## config.mk

```make
export PLATFORM = sky130hd
export DESIGN_NAME = fp_operand_unpacker
export DESIGN_NICKNAME = d
export VERILOG_FILES = /design/src/rtl/fp_unpack_pkg.sv /design/src/rtl/fp_unpack_ctrl.sv /design/src/rtl/fp_lzc.sv /design/src/rtl/fp_shl.sv /design/src/rtl/fp_unpack_dp.sv /design/src/rtl/fp_operand_unpacker.sv
export SDC_FILE = /design/constraint.sdc
export NUM_CORES = 1
export LEC_CHECK = 0
export BUFFER_PORTS_ARGS = -buffer_cell sky130_fd_sc_hd__buf_4
export CAP_MARGIN = 20
export CORE_MARGIN = 1
export CORE_UTILIZATION = 55
export CTS_CLUSTER_DIAMETER = 200
export CTS_CLUSTER_SIZE = 10
export DETAILED_ROUTE_END_ITERATION = 10
export GPL_TIMING_DRIVEN = 0
export PLACE_DENSITY = 0.78
export SYNTH_ARGS = -nofsm -noshare
export SYNTH_HDL_FRONTEND = slang
export SYNTH_SLANG_ARGS = --single-unit
```

## constraint.sdc

```tcl
create_clock -name clk -period 0.8 [get_ports clk]
set_input_delay 0.04 -clock clk [delete_from_list [all_inputs] [get_ports clk]]
set_output_delay 0.04 -clock clk [all_outputs]
set_load 0.02 [all_outputs]
```

## src/rtl/fp_unpack_pkg.sv

```systemverilog
package fp_unpack_pkg;
  localparam int WORD_W = 32;
  localparam int MANT_W = 96;
  localparam int EXP_W  = 17;
  localparam int LZ_W   = $clog2(MANT_W + 1);
  localparam int FLD_W  = 15;

  typedef enum logic [2:0] {
    FMT_BYTE   = 3'd0,
    FMT_HALF   = 3'd1,
    FMT_LONG   = 3'd2,
    FMT_SINGLE = 3'd3,
    FMT_DOUBLE = 3'd4,
    FMT_EXT    = 3'd5
  } opFormat_e;

  typedef enum logic [2:0] {
    CLS_ZERO = 3'd0,
    CLS_NUM  = 3'd1,
    CLS_INF  = 3'd2,
    CLS_QNAN = 3'd3,
    CLS_SNAN = 3'd4
  } numClass_e;

  // strobes from the format decoder to the datapath
  typedef struct packed {
    logic isInt;
    logic isByte;
    logic isHalf;
    logic isSingle;
    logic isDouble;
    logic isExt;
    logic badFmt;
  } unpackCtl_t;

  typedef struct packed {
    logic              sign;
    logic [EXP_W-1:0]  exp;
    logic [MANT_W-1:0] mant;
    numClass_e         cls;
    logic              snan;
    logic              err;
  } unpackRes_t;
endpackage

```

## src/rtl/fp_unpack_ctrl.sv

```systemverilog
module fp_unpack_ctrl
  import fp_unpack_pkg::*;
(
  input  logic [2:0]  fmtSel,
  output unpackCtl_t  ctl
);
  always_comb begin
    ctl = '0;
    case (fmtSel)
      FMT_BYTE:   begin ctl.isInt = 1'b1; ctl.isByte = 1'b1; end
      FMT_HALF:   begin ctl.isInt = 1'b1; ctl.isHalf = 1'b1; end
      FMT_LONG:   ctl.isInt    = 1'b1;
      FMT_SINGLE: ctl.isSingle = 1'b1;
      FMT_DOUBLE: ctl.isDouble = 1'b1;
      FMT_EXT:    ctl.isExt    = 1'b1;
      default:    ctl.badFmt   = 1'b1;
    endcase
  end
endmodule

```

## src/rtl/fp_lzc.sv

```systemverilog
module fp_lzc #(
  parameter int W  = 96,
  parameter int CW = $clog2(W + 1)
) (
  input  logic [W-1:0]  din,
  output logic [CW-1:0] count
);
  // highest set bit wins because later iterations overwrite
  always_comb begin
    count = CW'(W);
    for (int i = 0; i < W; i++) begin
      if (din[i]) count = CW'(W - 1 - i);
    end
  end
endmodule

```

## src/rtl/fp_shl.sv

```systemverilog
module fp_shl #(
  parameter int W  = 96,
  parameter int SW = 7
) (
  input  logic [W-1:0]  din,
  input  logic [SW-1:0] amt,
  output logic [W-1:0]  dout
);
  logic [W-1:0] stage [0:SW];
  assign stage[0] = din;
  for (genvar g = 0; g < SW; g++) begin : g_stage
    assign stage[g+1] = amt[g] ? (stage[g] << (2 ** g)) : stage[g];
  end
  assign dout = stage[SW];
endmodule

```

## src/rtl/fp_unpack_dp.sv

```systemverilog
module fp_unpack_dp
  import fp_unpack_pkg::*;
(
  input  unpackCtl_t         ctl,
  input  logic [WORD_W-1:0]  w0,
  input  logic [WORD_W-1:0]  w1,
  input  logic [WORD_W-1:0]  w2,
  output unpackRes_t         res
);
  localparam int INT_PAD = MANT_W - WORD_W;

  // field extraction
  logic [FLD_W-1:0]  expField;
  logic [FLD_W-1:0]  expOnes;
  logic [EXP_W-1:0]  bias;
  logic [MANT_W-1:0] fracMant;

  always_comb begin
    expField = '0;
    expOnes  = '1;
    bias     = '0;
    fracMant = '0;
    if (ctl.isSingle) begin
      expField = FLD_W'(w0[30:23]);
      expOnes  = FLD_W'(8'hFF);
      bias     = EXP_W'(127);
      fracMant = {1'b0, w0[22:0], 72'b0};
    end else if (ctl.isDouble) begin
      expField = FLD_W'(w0[30:20]);
      expOnes  = FLD_W'(11'h7FF);
      bias     = EXP_W'(1023);
      fracMant = {1'b0, w0[19:0], w1, 43'b0};
    end else if (ctl.isExt) begin
      expField = w0[30:16];
      expOnes  = '1;
      bias     = EXP_W'(16383);
      fracMant = {w1, w2, 32'b0};
    end
  end

  // integer magnitude
  logic [WORD_W-1:0] intVal;
  logic [WORD_W-1:0] intMag;

  always_comb begin
    if (ctl.isByte)      intVal = {{24{w0[31]}}, w0[31:24]};
    else if (ctl.isHalf) intVal = {{16{w0[31]}}, w0[31:16]};
    else                 intVal = w0;
    intMag = intVal[WORD_W-1] ? (~intVal + 1'b1) : intVal;
  end

  // classification before normalization
  logic [MANT_W-1:0] preMant;
  logic [EXP_W-1:0]  preExp;
  numClass_e         preCls;

  always_comb begin
    preMant = '0;
    preExp  = '0;
    preCls  = CLS_ZERO;
    if (ctl.isInt) begin
      if (intMag != '0) begin
        preMant = {intMag, {INT_PAD{1'b0}}};
        preExp  = EXP_W'(WORD_W - 1);
        preCls  = CLS_NUM;
      end
    end else if (!ctl.badFmt) begin
      if (expField == '0) begin
        if (fracMant != '0) begin
          preMant = fracMant;
          preExp  = ctl.isExt ? (EXP_W'(0) - bias) : (EXP_W'(1) - bias);
          preCls  = CLS_NUM;
        end
      end else if (expField == expOnes) begin
        if (fracMant == '0) begin
          preCls = CLS_INF;
        end else begin
          preMant = fracMant;
          preCls  = CLS_QNAN;
        end
      end else begin
        preMant = fracMant | {1'b1, {(MANT_W-1){1'b0}}};
        preExp  = EXP_W'(expField) - bias;
        preCls  = CLS_NUM;
      end
    end
  end

  // normalization
  logic [LZ_W-1:0]   lzCount;
  logic [MANT_W-1:0] normMant;

  fp_lzc #(.W(MANT_W), .CW(LZ_W)) lzc_i (
    .din   (preMant),
    .count (lzCount)
  );

  fp_shl #(.W(MANT_W), .SW(LZ_W)) shl_i (
    .din  (preMant),
    .amt  (lzCount),
    .dout (normMant)
  );

  // final assembly with NaN quieting
  always_comb begin
    res      = '0;
    res.err  = ctl.badFmt;
    res.sign = ctl.badFmt ? 1'b0 : w0[31];
    res.cls  = preCls;
    res.mant = preMant;
    res.exp  = preExp;
    if (preCls == CLS_NUM) begin
      res.mant = normMant;
      res.exp  = preExp - EXP_W'(lzCount);
    end else if (preCls == CLS_QNAN && !preMant[MANT_W-2]) begin
      res.mant[MANT_W-2] = 1'b1;
      res.cls            = CLS_SNAN;
      res.snan           = 1'b1;
    end
  end
endmodule

```

## src/rtl/fp_operand_unpacker.sv

```systemverilog
module fp_operand_unpacker
  import fp_unpack_pkg::*;
#(
  parameter bit REG_OUT = 1'b1
) (
  input  logic              clk,
  input  logic              rstN,
  input  logic [31:0]       opWord0,
  input  logic [31:0]       opWord1,
  input  logic [31:0]       opWord2,
  input  logic [2:0]        fmtSel,
  output logic              outSign,
  output logic [16:0]       outExp,
  output logic [95:0]       outMant,
  output logic [2:0]        outClass,
  output logic              snanFlag,
  output logic              fmtErr
);
  unpackCtl_t ctl;
  unpackRes_t resD;
  unpackRes_t resQ;

  fp_unpack_ctrl ctrl_i (
    .fmtSel (fmtSel),
    .ctl    (ctl)
  );

  fp_unpack_dp dp_i (
    .ctl (ctl),
    .w0  (opWord0),
    .w1  (opWord1),
    .w2  (opWord2),
    .res (resD)
  );

  if (REG_OUT) begin : g_reg
    always_ff @(posedge clk or negedge rstN) begin
      if (!rstN) resQ <= '0;
      else       resQ <= resD;
    end
  end else begin : g_comb
    assign resQ = resD;
  end

  assign outSign  = resQ.sign;
  assign outExp   = resQ.exp;
  assign outMant  = resQ.mant;
  assign outClass = resQ.cls;
  assign snanFlag = resQ.snan;
  assign fmtErr   = resQ.err;

  AST_CLASS_LEGAL: assert property (@(posedge clk) disable iff (!rstN)
    outClass <= 3'd4);
  AST_NUM_LEAD_ONE: assert property (@(posedge clk) disable iff (!rstN)
    (outClass == 3'd1) |-> outMant[95]);
  AST_NAN_QUIETED: assert property (@(posedge clk) disable iff (!rstN)
    (outClass == 3'd3 || outClass == 3'd4) |-> outMant[94]);
  AST_SNAN_TAGGED: assert property (@(posedge clk) disable iff (!rstN)
    snanFlag |-> (outClass == 3'd4));
  AST_INF_EMPTY: assert property (@(posedge clk) disable iff (!rstN)
    (outClass == 3'd2) |-> (outMant == '0 && outExp == '0));
  AST_ZERO_EMPTY: assert property (@(posedge clk) disable iff (!rstN)
    (outClass == 3'd0) |-> (outMant == '0 && outExp == '0));
  AST_BADFMT_QUIET: assert property (@(posedge clk) disable iff (!rstN)
    fmtErr |-> (!outSign && outMant == '0 && outClass == 3'd0 && !snanFlag));
endmodule

```

==> out/metrics.cfg, run 1 <==
[status]
status=stopped before the end
stop_stage=global routing
firstError=[ERROR GRT-0116] Global routing finished with congestion. Check the congestion regions in the DRC Viewer.

[synth]
synth_area_um2=12900
synth_xor_area_frac=0.02443
synth-simple-area-share=0.2096
synth_compound_gate_area_share=0.2915
ys_ff_latch=86
synth_top_flop_cell=dfrtp_1
syn_area_per_cell_um2=7.547
synth_edf_count=0
async_flop_share=1.000
synth_top_family_by_area=compound AO/OA/AOI/OAI gates
synthAdderAreaFrac=0.02540
synthMuxAreaShare=0.2006
synthCells=1710
yosys.cell_types.count=103
ys_warn_count=0
seq_area_frac_synth=0.1668

[clocking]
cts_made_buffers=9
h-tree-depth=3
clockBufferDepth=2
clkSinkCount=86
cts-root-buf=clkbuf_16

[global_route]
grt.total_usage=0.6929
grt_pass1_wl_um=122600
grt.overflow.total=3
grt_pass1_vias=19360
grt_start_max_net_pins=87

[placed_design]
placed_area_um2=15240
place_congestion=1.220
port_buffers=176
dp_hpwl_um=52910
pre_cts_ws_ps=-6167

[floorplanning]
rows=55
initial_utilization=0.5648
io_pins=220
die_h_um=155.2
fp.dieW_um=155.2

[routing by layer]
layer  global-route usage  overflow
met4               0.5962         1
met3               0.5192         0
met5               0.2277         0
met1               0.7337         1
met2               0.8692         1
[synthesized netlist by cell type, types with 10 or more instances]
master	number	share of area
nor4_1	16	0.0078
or3_1	10	0.0048
a21o_1	18	0.010
o21a_1	24	0.014
nor2b_1	11	0.0053
xnor2_1	24	0.016
nor3_1	46	0.018
inv_1	35	0.010
mux2_2	44	0.038
o31ai_1	14	0.0081
nand3_1	29	0.011
clkbuf_1	66	0.019
o21ai_1	11	0.0043
nor2_1	179	0.052
nand2_1	159	0.046
dfrtp_1	86	0.17
a211oi_1	29	0.017
a22oi_1	11	0.0064
and2_1	20	0.0097
a31oi_1	19	0.0092
ha_1	23	0.022
mux2i_1	199	0.15
a21oi_1	105	0.041
xor2_1	12	0.0081
buf_6	10	0.0087
nand2b_1	25	0.012
nand4_1	17	0.0082
o22ai_1	37	0.018
o21ai_0	97	0.038
o211ai_1	21	0.012
o31a_1	10	0.0068
buf_4	40	0.023
a221oi_1	11	0.0075
buf_2	41	0.016
[through the flow]
stage	cells	hold slack (ps)	setup TNS [ps]	util
2_1_floorplan	1741	-255.6	-306210	-
3_3_place_gp	2230	236.7	-443840	0.6671
3_5_place_dp	2230	295.6	-452930	0.6671
4_1_cts	2372	-79.87	-349650	0.8354
[what timing repair did]
item                                    4_1_cts
pin swaps                                   115
resized for setup                           535
gates cloned                                  2
setup buffers                               124
hold endpoints to repair                     88
hold buffers                                  2
endpoints found under the setup margin      173
[logic make-up after synthesis]
kind of cell,count (synthesis)
compound gates,540
simple gates,568
flops,86
buf+inv,206
fa+ha+maj,25
mux,248
xor+xnor,36
other cells,1
==> run 2, diff against run 1 <==
CORE_UTILIZATION = 40   (was 55)
CTS_CLUSTER_DIAMETER = default   (was 200)
CTS_CLUSTER_SIZE = default   (was 10)
PLACE_DENSITY = default   (was 0.78)
PLACE_DENSITY_LB_ADDON = 0.15   (was default)
==> out/metrics.cfg, run 2 <==
[detailed_routing]
drtPass1Iterations=7
route.met3.wl_um=10850
dr.first_iter.drc_count=2504
viasPerCell=6.888
wirelength_um=79400
antenna_left=0
vias=17700
route.met2.wl_um=32260
wl_met1_um=30030
route.detailed.drc=0
wire_per_inst_um=30.89
top_layer=met4

[global_route]
grt_pass1_wl_um=108600
grt.overflow.total=0
grt_pass1_vias=16190
grt.total_usage=0.4490
grt_start_max_net_pins=87
antenna_found_initial=2

[worst_setup_path]
cp_num_buf_inv=12
cpPeakStageDelay_ps=610
critPathTopFamily=compound AO/OA/AOI/OAI gates
crit_fanout=6
crit_path_frequent_cell=buf_4
critPathKind=input port to flop
cp-end-kind=flop
worst-path-stages=27
cpMaxStageDelayCell=o21ai_1
cp.required_ps=1010
start_kind=input port
worstPathArrival_ps=5810

[sta]
layout_min_cycle_time_ps=5598
slew_viol_final=0
final-setup-viol-count=257
clock.fmax_ghz=0.1786
grt_setup_unrepaired=yes
setup_tns_ps=-397960
tightest_slew_ps=1209
period_share=6.998
hold_violations=0
layout_setup_ws_ps=-4798
slew-limit-headroom=0.1911

[floorplanning]
core-area_um2=31640
fp.dieW_um=181.6
die_h_um=181.6
io_pins=220
rows=65
die_area_um2=32980
initial_utilization=0.4079

[cells_and_area]
layout.cells.non_filler=2570
syn2layout_area_growth_pct=64.65
largest_reg_flops=64
mostFrequentLayoutCells=298 x buf_4, 159 x nor2_1, 141 x buf_6
drive_above_1_share=0.4737
layout_commonest_cell=buf_4
num-nets-final=2285

[power]
leakagePower_nw=8.770
power.switching_mw=13.39
internal_power_mw=16.53
p_comb_frac=0.666
peakVddDrop_mv=1.256
swShare=0.4477
clkPwrFrac=0.149
seqPwrFrac=0.185
pwr_density_cell_nw_per_um2=1408

[clocking]
cts-root-buf=clkbuf_16
clkSinkCount=86
clk_pin_slew_ps=70
h-tree-depth=3
cts_tree=built
clockBufferDepth=2
cts_made_buffers=9

[synth]
yosys.cell_types.count=103
synth_area_leaders=dfrtp_1 17%, mux2i_1 15%, nor2_1 5.2%
async_flop_share=1.000
synth_compound_gate_area_share=0.2915
ys_ff_latch=86
seq_area_frac_synth=0.1668
synth_xor_area_frac=0.02443
syn_area_per_cell_um2=7.547
synth_area_um2=12900
synth_edf_count=0
synth_top_flop_cell=dfrtp_1
synthMuxAreaShare=0.2006
synth.most_common_cell=mux2i_1
synth_common_cells=199 x mux2i_1, 179 x nor2_1, 159 x nand2_1
synthCells=1710
synthAdderAreaFrac=0.02540
yosys.area.top_type_share=0.1668
ys_warn_count=0
synth_top_family_by_area=compound AO/OA/AOI/OAI gates
synth-simple-area-share=0.2096
yosysTopAreaCell=dfrtp_1

[placed_design]
port_buffers=176
dp_hpwl_um=58200
place_congestion=1.118
dp.cells=2319

[worst_hold_path]
min_path_cells=3
hold_path.class=input port to flop

[status]
violations=setup timing
status=finished, violations left

[run]
max_cap_violations=0

==> run 2: cell counts after synthesis <==
No cell type changed its count.
==> run 2: layout make-up <==
| class | instances | area, µm² |
|---|---|---|
| Multi-Input combinational cell | 1449 | 12890 |
| Fill cell | 2545 | 10390 |
| Timing Repair Buffer | 410 | 3882 |
| Sequential cell | 86 | 2152 |
| Buffer | 161 | 1333 |
| Tap cell | 402 | 503.0 |
| Clock buffer | 11 | 242.7 |
| Inverter | 42 | 178.9 |
| Clock inverter | 5 | 58.81 |
| Antenna cell | 4 | 10.01 |
==> run 2: power by group through the flow <==
stage,Combinational (mW),Clock (mW),Sequential (mW)
2_1_floorplan,7.24,0,6.51
3_3_place_gp,13.3,0,5.42
3_5_place_dp,13.3,0,5.45
4_1_cts,16.8,4.47,5.54
5_1_grt,20.4,4.64,5.61
6_report,19.9,4.47,5.54
==> run 2: stage by stage <==
| step | setup slack (ps) | utilization | total power [mW] | instance area (µm²) | hold WS (ps) |
|---|---|---|---|---|---|
| 6_report | -4798 | 0.6716 | 29.92 | 21250 | 30.32 |
| 2_1_floorplan | -4562 | - | 13.75 | 13530 | -255.6 |
| 5_1_grt | -4796 | 0.6714 | 30.64 | 21240 | 35.75 |
| 3_3_place_gp | -6409 | 0.4853 | 18.70 | 15350 | 254.7 |
| 4_1_cts | -4622 | 0.6041 | 26.85 | 19110 | -87.38 |
| 3_5_place_dp | -6356 | 0.4853 | 18.72 | 15350 | 299.0 |
==> run 2: cells by family after synthesis <==
kind of cell	after synthesis
AO/OA/AOI/OAI	540
XOR/XNOR	36
adder cells (fa/ha/maj)	25
buffers and inverters	206
flip-flops	86
multiplexers	248
other	1
AND/OR/NAND/NOR	568
==> run 2: what timing repair did <==
action / CTS / global route
pin swaps: 81 / 117
setup endpoints to repair: 173 / 172
hold endpoints to repair: 90 / 86
hold buffers: 4 / 1
setup buffers: 140 / 95
cloned: 1 / 2
gates resized for setup: 528 / 292
==> run 2: worst paths after layout <==
check	start	endpoint
setup / recovery	fmtSel[2]	outMant[59]
hold / removal	opWord2[3]	outMant[35]
max in group asynchronous	rstN	outMant[34]
min in group asynchronous	rstN	outExp[14]
==> run 2: tightest hold or removal path, cell delays in order <==
cell and delay [ps]:
buf_4 160, nand2_1 90, o21ai_2 60
==> run 2: metal layers <==
metal  vias to the layer above  GRT usage
met3                       402     0.1394
met2                      1699     0.6538
met5                         -          0
met1                      8334     0.5806
met4                         0     0.2664
li1                       7268          -
(Power assumes the default switching activity.)
==> run 3, diff against run 2 <==
BUFFER_PORTS_ARGS = default   (was -buffer_cell sky130_fd_sc_hd__buf_4)
DONT_BUFFER_PORTS = 1   (was default)
==> out/metrics.cfg, run 3 (same netlist as run 2, synthesis figures left out) <==
[clocking]
clkSinkCount=86
h-tree-depth=3
postCtsHoldBufs=9
cts_made_buffers=9
clockBufferDepth=2
cts-root-buf=clkbuf_16
cts_tree=built
clk_pin_slew_ps=70

[cells_and_area]
antennaDiodeCount=0
syn2layout_area_growth_pct=45.93
register_area_um2=2245
drive_above_1_share=0.4355
num-nets-final=2069
multi_input_area_um2=12550
nFillCells=2798
largest_reg_flops=64
finalCoreUtilization=0.5953
mostFrequentLayoutCells=200 x buf_4, 159 x nor2_1, 141 x nand2_1
layout_commonest_cell=buf_4

[sta]
tightest_slew_ps=1212
hold_violations=86
period_share=6.672
layout_min_cycle_time_ps=5338
final-setup-viol-count=172
clock.fmax_ghz=0.1873
setup_tns_ps=-341210
slew_viol_final=0
layout_setup_ws_ps=-4538
grt_setup_unrepaired=yes
whs_ps=-639.4
slew-limit-headroom=0.1889

[worst_setup_path]
startpoint=fmtSel[2]
cpMaxStageDelayCell=nand2b_1
endpoint=outExp[13]
cp.required_ps=1060
cp_num_buf_inv=9
cp-end-kind=flop
cpPeakStageDelay_ps=510
critPathTopFamily=compound AO/OA/AOI/OAI gates
crit_path_frequent_cell=a21o_1
start_kind=input port
critPathKind=input port to flop
worstPathArrival_ps=5590
crit_fanout=10
worst-path-stages=27

[detailed_routing]
viasPerCell=7.131
wirelength_um=77560
antenna_left=0
dr.first_iter.drc_count=2191
route.detailed.drc=0
vias=16750
wire_per_inst_um=33.02
drtPass1Iterations=6

[run]
max_cap_violations=0

[floorplanning]
die_area_um2=32980
core-area_um2=31640
fp.dieW_um=181.6
rows=65
initial_utilization=0.4079
io_pins=220
die_h_um=181.6

[power]
pwr_density_cell_nw_per_um2=1394
peakVddDrop_mv=1.348
leakagePower_nw=7.428

[placed_design]
place_congestion=1.127
port_buffers=0
dp_hpwl_um=59500

[status]
violations=hold timing, setup timing
status=finished, violations left

[global_route]
grt_pass1_vias=14690
antenna_found_initial=0
grt_start_max_net_pins=87
grt.overflow.total=0
grt_pass1_wl_um=104500
grt.total_usage=0.4382

[worst_hold_path]
hold_path.class=input port to asynchronous set/reset pin

==> run 3: changes by cell type in the layout (fill, tap and decap cells not counted), moves of 6 or more <==
cell,change
buf_6,-107
buf_4,-98
dfrtp_1,-74
dfrtp_2,+74
buf_12,-9
o21ai_0,+9
a21oi_1,+8
mux2i_1,+8
mux2i_4,-8
o21ai_2,-6
==> run 3: worst min-delay path by stage <==
stage | from | to | slack (ps) | depth (start not counted)
after floorplan | rstN | fmtErr | -260 | 0
after global placement | rstN | outExp[4] | -250 | 0
after detailed placement | rstN | outExp[4] | -250 | 0
after CTS | rstN | outSign | -640 | 0
after global routing | rstN | outSign | -640 | 0
final | rstN | outSign | -640 | 0
==> run 3: power breakdown <==
part           total (mW)  internal, mW  leakage (nW)  switching (mW)
sequential           6.70          5.30         0.989            1.40
combinational        15.0          6.23          6.29            8.74
clock                4.58          2.73         0.149            1.85
total                26.2          14.3          7.43            12.0
==> run 3: routing by layer <==
metal,share of wire,vias to the layer above,GRT usage
li1,-,6815,-
met1,0.39,8100,0.5759
met2,0.41,1509,0.6434
met3,0.13,327,0.1292
met4,0.070,0,0.2325
met5,0,-,0
==> run 3: stage by stage <==
step / std cells / area (µm²) / setup WS [ps] / power, mW / hold slack, ps
2_1_floorplan: 1741 / 13530 / -4562 / 13.75 / -255.6
3_3_place_gp: 2143 / 14030 / -6163 / 16.99 / -254.2
3_5_place_dp: 2144 / 14030 / -6077 / 16.94 / -254.1
4_1_cts: 2212 / 15490 / -4653 / 22.55 / -639.2
5_1_grt: 2349 / 18830 / -4613 / 26.94 / -642.3
6_report: 2349 / 18830 / -4538 / 26.25 / -639.4
==> run 3: timing repair <==
item                                    in CTS  in global routing
pin swaps                                   28                 83
hold endpoints to repair                    95                 86
endpoints found under the setup margin     171                173
gates cloned                                 0                  4
setup buffers                               45                135
gates resized for setup                    184                552
==> run 3: area by class of cell <==
type,instances,area share
Buffer,163,0.07289
Clock buffer,10,0.01216
Clock inverter,5,0.004518
Inverter,42,0.009900
Multi-Input combinational cell,1449,0.6664
Sequential cell,86,0.1192
Tap cell,402,0.02671
Timing Repair Buffer,192,0.08823
